## src/rtl/rgb2ycc_pkg.sv

```systemverilog
package rgb2ycc_pkg;

  typedef enum logic [1:0] {
    CSC_PASS     = 2'b00,
    CSC_YCC      = 2'b01,
    CSC_UYVY     = 2'b10,
    CSC_PASS_ALT = 2'b11
  } csc_mode_e;

  // Side information that travels alongside each pixel
  typedef struct packed {
    logic      vld;
    logic      sol;
    csc_mode_e mode;
  } csc_tag_t;

endpackage

```

## src/rtl/rgb2ycc_mul.sv

```systemverilog
// Stage 1: nine signed products, registered.
module rgb2ycc_mul #(
  parameter int CW = 8,
  parameter int KW = 11,
  parameter int PW = CW + KW + 1
) (
  input  logic            clk,
  input  logic            rst_n,
  input  logic            en,
  input  logic [3*CW-1:0] rgb_i,
  input  logic [9*KW-1:0] coef_i,
  output logic [9*PW-1:0] prod_o
);

  logic [9*PW-1:0] prod_d;
  logic [9*PW-1:0] prod_q;

  for (genvar k = 0; k < 9; k++) begin : g_prod
    localparam int COL = k % 3;
    logic signed [CW:0]   px;
    logic signed [KW-1:0] kc;
    logic signed [PW-1:0] p;

    assign px = $signed({1'b0, rgb_i[(2-COL)*CW +: CW]});
    assign kc = $signed(coef_i[k*KW +: KW]);
    assign p  = px * kc;
    assign prod_d[k*PW +: PW] = p;
  end

  always_ff @(posedge clk or negedge rst_n) begin
    if (!rst_n) begin
      prod_q <= '0;
    end else if (en) begin
      prod_q <= prod_d;
    end
  end

  assign prod_o = prod_q;

endmodule

```

## src/rtl/rgb2ycc_acc.sv

```systemverilog
// Stage 2: row sums, rounding, offset and saturation, registered.
module rgb2ycc_acc #(
  parameter int CW   = 8,
  parameter int KW   = 11,
  parameter int PW   = CW + KW + 1,
  parameter int FRAC = 8
) (
  input  logic            clk,
  input  logic            rst_n,
  input  logic            en,
  input  logic [9*PW-1:0] prod_i,
  input  logic [3*KW-1:0] offs_i,
  output logic [3*CW-1:0] ycc_o
);

  localparam int SW   = PW + 2;
  localparam int HALF = 1 << (FRAC - 1);
  localparam int MAXV = (1 << CW) - 1;

  logic [3*CW-1:0] ycc_d;
  logic [3*CW-1:0] ycc_q;

  for (genvar r = 0; r < 3; r++) begin : g_row
    logic signed [SW-1:0] sum;
    logic signed [SW-1:0] rnd;
    logic signed [SW-1:0] off;
    logic signed [SW-1:0] tot;
    logic        [CW-1:0] sat;

    assign sum = SW'($signed(prod_i[(3*r)*PW +: PW]))
               + SW'($signed(prod_i[(3*r+1)*PW +: PW]))
               + SW'($signed(prod_i[(3*r+2)*PW +: PW]));
    assign rnd = (sum + SW'(HALF)) >>> FRAC;
    assign off = SW'($signed(offs_i[r*KW +: KW]));
    assign tot = rnd + off;

    always_comb begin
      if (tot < 0) begin
        sat = '0;
      end else if (tot > SW'(MAXV)) begin
        sat = '1;
      end else begin
        sat = tot[CW-1:0];
      end
    end

    assign ycc_d[(2-r)*CW +: CW] = sat;
  end

  always_ff @(posedge clk or negedge rst_n) begin
    if (!rst_n) begin
      ycc_q <= '0;
    end else if (en) begin
      ycc_q <= ycc_d;
    end
  end

  assign ycc_o = ycc_q;

endmodule

```

## src/rtl/rgb2ycc_fmt.sv

```systemverilog
// Stage 3: mode select, chroma phase and output packing, registered.
module rgb2ycc_fmt
  import rgb2ycc_pkg::*;
#(
  parameter int CW = 8
) (
  input  logic            clk,
  input  logic            rst_n,
  input  logic            vld_i,
  input  logic            sol_i,
  input  csc_mode_e       mode_i,
  input  logic [3*CW-1:0] rgb_i,
  input  logic [3*CW-1:0] ycc_i,
  output logic            vld_o,
  output logic [3*CW-1:0] data_o
);

  logic            ph_q;
  logic            ph_d;
  logic            use_cr;
  logic            vld_q;
  logic [3*CW-1:0] data_d;
  logic [3*CW-1:0] data_q;
  logic [CW-1:0]   y_c;
  logic [CW-1:0]   cb_c;
  logic [CW-1:0]   cr_c;
  logic [CW-1:0]   chroma;

  assign y_c    = ycc_i[3*CW-1 -: CW];
  assign cb_c   = ycc_i[2*CW-1 -: CW];
  assign cr_c   = ycc_i[CW-1:0];
  assign use_cr = sol_i ? 1'b0 : ph_q;
  assign chroma = use_cr ? cr_c : cb_c;

  always_comb begin
    ph_d = ph_q;
    if (vld_i) begin
      ph_d = ~use_cr;
    end
    unique case (mode_i)
      CSC_YCC:  data_d = ycc_i;
      CSC_UYVY: data_d = {{CW{1'b0}}, chroma, y_c};
      default:  data_d = rgb_i;
    endcase
  end

  always_ff @(posedge clk or negedge rst_n) begin
    if (!rst_n) begin
      vld_q  <= 1'b0;
      ph_q   <= 1'b0;
      data_q <= '0;
    end else begin
      vld_q <= vld_i;
      if (vld_i) begin
        ph_q   <= ph_d;
        data_q <= data_d;
      end
    end
  end

  assign vld_o  = vld_q;
  assign data_o = data_q;

endmodule

```

## src/rtl/rgb2ycc_conv.sv

```systemverilog
module rgb2ycc_conv
  import rgb2ycc_pkg::*;
#(
  parameter int CW   = 8,
  parameter int KW   = 11,
  parameter int FRAC = 8
) (
  input  logic            clk,
  input  logic            rst_n,
  input  logic            in_valid,
  input  logic            in_line_start,
  input  logic [3*CW-1:0] in_rgb,
  input  logic [1:0]      csc_mode,
  input  logic [9*KW-1:0] coef,
  input  logic [3*KW-1:0] offs,
  output logic            out_valid,
  output logic [3*CW-1:0] out_data
);

  localparam int PW = CW + KW + 1;

  csc_tag_t        tag0;
  csc_tag_t        tag1_q;
  csc_tag_t        tag2_q;
  logic [3*CW-1:0] rgb1_q;
  logic [3*CW-1:0] rgb2_q;
  logic [9*PW-1:0] prod;
  logic [3*CW-1:0] ycc;

  always_comb begin
    tag0.vld  = in_valid;
    tag0.sol  = in_line_start;
    tag0.mode = csc_mode_e'(csc_mode);
  end

  // Tag and bypass data alignment registers
  always_ff @(posedge clk or negedge rst_n) begin
    if (!rst_n) begin
      tag1_q <= '0;
      tag2_q <= '0;
      rgb1_q <= '0;
      rgb2_q <= '0;
    end else begin
      tag1_q <= tag0;
      tag2_q <= tag1_q;
      if (in_valid) begin
        rgb1_q <= in_rgb;
      end
      if (tag1_q.vld) begin
        rgb2_q <= rgb1_q;
      end
    end
  end

  rgb2ycc_mul #(.CW(CW), .KW(KW), .PW(PW)) i_mul (
    .clk    (clk),
    .rst_n  (rst_n),
    .en     (in_valid),
    .rgb_i  (in_rgb),
    .coef_i (coef),
    .prod_o (prod)
  );

  rgb2ycc_acc #(.CW(CW), .KW(KW), .PW(PW), .FRAC(FRAC)) i_acc (
    .clk    (clk),
    .rst_n  (rst_n),
    .en     (tag1_q.vld),
    .prod_i (prod),
    .offs_i (offs),
    .ycc_o  (ycc)
  );

  rgb2ycc_fmt #(.CW(CW)) i_fmt (
    .clk    (clk),
    .rst_n  (rst_n),
    .vld_i  (tag2_q.vld),
    .sol_i  (tag2_q.sol),
    .mode_i (tag2_q.mode),
    .rgb_i  (rgb2_q),
    .ycc_i  (ycc),
    .vld_o  (out_valid),
    .data_o (out_data)
  );

endmodule

```

## config.mk

```make
export PLATFORM = sky130hd
export DESIGN_NAME = rgb2ycc_conv
export DESIGN_NICKNAME = d
export VERILOG_FILES = /design/src/rtl/rgb2ycc_pkg.sv /design/src/rtl/rgb2ycc_mul.sv /design/src/rtl/rgb2ycc_acc.sv /design/src/rtl/rgb2ycc_fmt.sv /design/src/rtl/rgb2ycc_conv.sv
export SDC_FILE = /design/constraint.sdc
export NUM_CORES = 2
export LEC_CHECK = 0
export BUFFER_PORTS_ARGS = -buffer_cell sky130_fd_sc_hd__buf_2
export CORE_UTILIZATION = 55
export CTS_BUF_LIST = sky130_fd_sc_hd__clkbuf_8
export DETAILED_ROUTE_END_ITERATION = 16
export PLACE_DENSITY = 0.79
export SETUP_SLACK_MARGIN = 0.2
export SLEW_MARGIN = 10
export SYNTH_ARGS = -nofsm -noshare
export SYNTH_HDL_FRONTEND = slang
export SYNTH_SLANG_ARGS = --single-unit
```

## constraint.sdc

```tcl
create_clock -name clk -period 11.8 [get_ports clk]
set_input_delay 2.36 -clock clk [delete_from_list [all_inputs] [get_ports clk]]
set_output_delay 2.36 -clock clk [all_outputs]
set_load 0.05 [all_outputs]
```

# --- Word-level counts from Yosys, hierarchy flattened ---
# Index checks and enable logic that the tools add are counted.
word_totals:
  wordCells: 52
  regBits: 286
  input_bits: 162
classes:
  eq_ne: 2
  muxes: 9
  add_sub_neg: 12
  magnitude_cmp: 6
  bitwise: 1
  multipliers: 9
op_table:
  columns: ["operator", "count"]
  rows:
  - ["$mul 9x11->20", 9]
  - ["$add 21x20->22", 3]
  - ["$add 22x9->22 const B", 3]
  - ["$add 20x20->21", 3]
  - ["$mux 8", 7]
  - ["$pmux 24 s2", 1]
  - ["$add 14x11->15", 3]
  - ["$gt 15x9->1 const B", 3]
  - ["$lt 15x1->1 const B", 3]
  - ["$eq 2x1->1 const B", 1]
  - ["$eq 2x2->1 const B", 1]
  - ["$mux 1", 1]
  - ["$not 1->1", 1]

# --- Longest topological paths before layout ---
depth:
  depth_word: 7
  depth_mapped: 23

# --- By module ---
# A second synthesis with hierarchy kept.
hier_totals:
  cells_unflattened: 5204
  area_unflattened_um2: 47685.7
modules_own_cells:
  columns: ["mod", "cells_per_inst", "seq_area_each_um2", "area_per_inst_um2", "n_inst"]
  rows:
  - ["rgb2ycc_mul", 4049, 4504.3, 36576.3, 1]
  - ["rgb2ycc_acc", 900, 600.6, 7487.2, 1]
  - ["rgb2ycc_conv", 110, 1401.3, 2194.6, 1]
  - ["rgb2ycc_fmt", 145, 650.6, 1427.6, 1]

# --- Worst setup path before layout ---
# No wires, ideal clock.
synth_path:
  path_type: "input-to-reg"
  start: "input port in_rgb[0]"
  end: "register i_mul.prod_q[177] (netlist: i_mul.prod_o[177])"
  arrival_ps: 6961
  required_ps: 11675
  slack_ps: 4715
  stages: 17
  n_path_buf: 2
  cell_sequence: "clkbuf_1 > clkbuf_1 > nand2_1 > fa_1 > fa_1 > fa_1 > fa_1 > inv_1 > ha_1 > and2_1 > a311o_1 > o311a_1 > o31ai_1 > o21bai_1 > a21oi_1 > xnor2_1 > mux2_2"
synth_via:
  elab_chain_cells: 1
synth_lines:
  columns: ["element", "line", "rtl"]
  rows:
  - ["from (decl)", "rgb2ycc_conv.sv:12", "input logic [3*CW-1:0] in_rgb,"]
  - ["$mul 9x11->20", "rgb2ycc_mul.sv:26", "assign p = px * kc;"]
  - ["to (signal assigned)", "rgb2ycc_mul.sv:34", "prod_q <= prod_d;"]
  - ["to (decl)", "rgb2ycc_mul.sv:16", "logic [9*PW-1:0] prod_q;"]
# No other way between the ends.
# A chain may end at the register's enable or synchronous reset.

# --- Worst setup path after layout ---
layout_path:
  start: "input port in_rgb[0]"
  end: "register i_mul.prod_q[179] (netlist: i_mul.prod_o[179])"
# Same word-level chain as after synthesis.

==> results_dict.tcl <==
set metrics [dict create \
    drtAntennaViolNets 0 \
    fin_area_mm2 0.0501 \
    synth_fa_ha_area_frac 0.441 \
    r2r-end "i_acc.ycc_o[5]" \
    cts_setup_buffers 0 \
    synth.distinct_cells 73 \
    synth_compound_area_frac 0.0838 \
    fin_crit_sh 0.591 \
    cts_resized 0 \
    worstPathMaxFanout 34 \
    wl_per_cell_um 17.1 \
    hold_buffers 0 \
    start_util 0.559 \
    reg2reg_slack_ns 5.56 \
    cap_violations 0 \
    synth_top_area_frac 0.301 \
    whs_path_depth 0 \
    syn-mean-instance-area_um2 9.10 \
    synth_simple_gate_area_frac 0.156 \
    synthArstFlopShare 1.00 \
    critPathRequiredTime_ns 12.31 \
    synth.area.mux_share 0.0294 \
    crit_arrival_ns 7.48 \
    status "complete, no violations" \
    min_from "tag1_q[2]" \
    drt_iter0_drc 2223 \
    tightest_slew_ns 1.12 \
    rr_startpoint "i_mul.prod_o[125]" \
    final_common_cell "inv_1" \
    finClkSkew_ns 0.0353 \
    setup_tns_ns 0 \
    grt_max_degree 184 \
    cts.sinks 286 \
    yosysTopAreaCell "fa_1" \
    seq_area_frac_synth 0.152 \
    rsz0062_at_grt "false" \
    gp_congestion 0.914 \
    fmax_mhz 143 \
    layout-drive-gt1-share 0.0777 \
    clk_latency_ns 0.67 \
    syn_inst 5172 \
    dr.pass1.iters 6 \
    synthFlopType "dfrtp_1" \
    ff2ff_path_depth 22 \
    synthTopCellsByArea "fa_1 30%, dfrtp_1 15%, ha_1 14%" \
    area_delta_synth_final_pct 6.54 \
    grt_pass1_wl_um 184000 \
    placedInstanceArea_mm2 0.0490 \
    antenna_found_initial 7 \
    final_hold_viol_count 0 \
    dp_hpwl_um 89100 \
    synth_edf_count 0 \
    grt_pass1_vias 36700 \
    rows 106 \
    path_class "primary input to flip-flop" \
    min_to "tag2_q[2]" \
    fp.dieW_um 294 \
    grt-ovfl-total 0 \
    slew_headroom 0.252 \
    via_count 35300 \
    ys_warn_count 0 \
    clk_pin_slew_ns 0.06 \
    worstSetupEndpointType "flip-flop" \
    nets 6676 \
    synth_top_family_by_area "adder cells" \
    finalWirelength_um 111000 \
    core_area_mm2 0.0842 \
    drv_slew 0 \
    port_buffers 186 \
    cts_buffer_depth 3 \
    yosys.area_share.xor_xnor 0.0326 \
    hold_class "flip-flop to flip-flop" \
    die_h_um 294 \
    pin_count 187 \
    syn_area_mm2 0.0471 \
    numCtsBuffers 48 \
    mostFrequentLayoutCells "1179 x inv_1, 708 x fa_1, 527 x ha_1" \
    grt.total_usage 0.265 \
    h-tree-depth 2 \
    clockRootBuffer "clkbuf_8" \
    synth_seq_cells 286 \
    syn_nets 6569 \
    cts_tree "yes" \
    critPathLaunchType "primary input" \
    die_area_mm2 0.0867 \
    drcViolationCount 0 \
    vias_per_cell 5.47 \
    period_minus_slack_ns 6.97 \
    setup_violations 0 \
]
-- layout make-up --
| class | count | area [µm²] |
|---|---|---|
| diodes | 6 | 15.0 |
| clock buffers | 59 | 812 |
| clock inverters | 30 | 324 |
| fillers | 7067 | 34100 |
| inverters | 1171 | 4400 |
| multi-input cells | 3578 | 35000 |
| flip-flops and latches | 286 | 7160 |
| well taps | 1134 | 1420 |
| repair buffers | 194 | 1020 |
-- cells in the mapped netlist, types with 19 or more instances --
library cell	count
nand2_1	493
fa_1	708
mux2_2	105
o21ai_1	28
clkbuf_1	123
o31ai_1	21
or3_1	52
nand3_1	58
dfrtp_1	286
a31oi_1	27
inv_1	1171
ha_1	527
xnor2_1	126
nor3_1	54
nor2b_1	32
mux2i_1	20
a21oi_1	125
a211oi_1	34
or2_2	19
a21o_1	29
xor2_1	49
and2_1	508
o21ai_0	161
nor2_1	120
-- per-layer routing --
layer / wire length [µm] / vias to the layer above / part of all wire / global-route usage
li1: - / 16400 / - / -
met1: 46200 / 17700 / 0.42 / 0.350
met2: 53200 / 1014 / 0.48 / 0.448
met3: 7510 / 188 / 0.068 / 0.0403
met4: 3530 / 10 / 0.032 / 0.0865
met5: 62 / - / 0.00056 / 0
-- worst max-delay path by stage --
stage                          from                end  slack, ns  depth (start not counted)
after global routing      in_rgb[0]  i_mul.prod_o[179]       4.56                         16
after detailed placement  in_rgb[0]  i_mul.prod_o[179]       4.21                         16
after global placement    in_rgb[0]  i_mul.prod_o[179]       4.26                         16
after floorplan           in_rgb[0]  i_mul.prod_o[177]       4.71                         17
final                     in_rgb[0]  i_mul.prod_o[179]       4.83                         16
after CTS                 in_rgb[0]  i_mul.prod_o[179]       4.89                         16
-- kinds of logic (layout without fill, tap and decap cells) --
| group | Yosys count | count (layout) |
|---|---|---|
| simple gates | 1432 | 1432 |
| compound gates | 611 | 611 |
| xor+xnor | 175 | 175 |
| other cells | 0 | 6 |
| buf+inv | 1308 | 1454 |
| fa+ha+maj | 1235 | 1235 |
| mux | 125 | 125 |
| flops | 286 | 286 |
-- registers in the layout (all words and copies together), names as in the netlist --
name and count:
i_mul.prod_o 180, tag2_q 4, rgb2_q 24, rgb1_q 24
i_acc.ycc_o 24, i_fmt.data_o 24, tag1_q 4, i_fmt.vld_o 1
i_fmt.ph_q 1
-- stage by stage --
step / cells / util / setup WS [ns] / hold slack, ns
finish: 6458 / 0.595 / 4.83 / 0.350
floorplan: 5172 / - / 4.71 / 0.331
global route: 6452 / 0.595 / 4.56 / 0.359
global placement: 6363 / 0.582 / 4.26 / 0.334
detailed placement: 6363 / 0.582 / 4.21 / 0.335
CTS: 6452 / 0.595 / 4.89 / 0.349
-- worst max-delay path: stages --
cell and delay (ns):
buf_2 0.61, nand2_1 0.19, fa_1 0.60, fa_1 0.45
fa_1 0.51, fa_1 0.49, inv_1 0.04, ha_1 0.32
and2_1 0.16, a311o_1 0.34, o311a_1 0.32, o31ai_1 0.44
o2111ai_1 0.20, a21oi_1 0.20, xnor2_1 0.13, a21oi_1 0.08
Power is not shown: default switching activity piles up to over one toggle a cycle in this logic, so the estimate is an artifact.
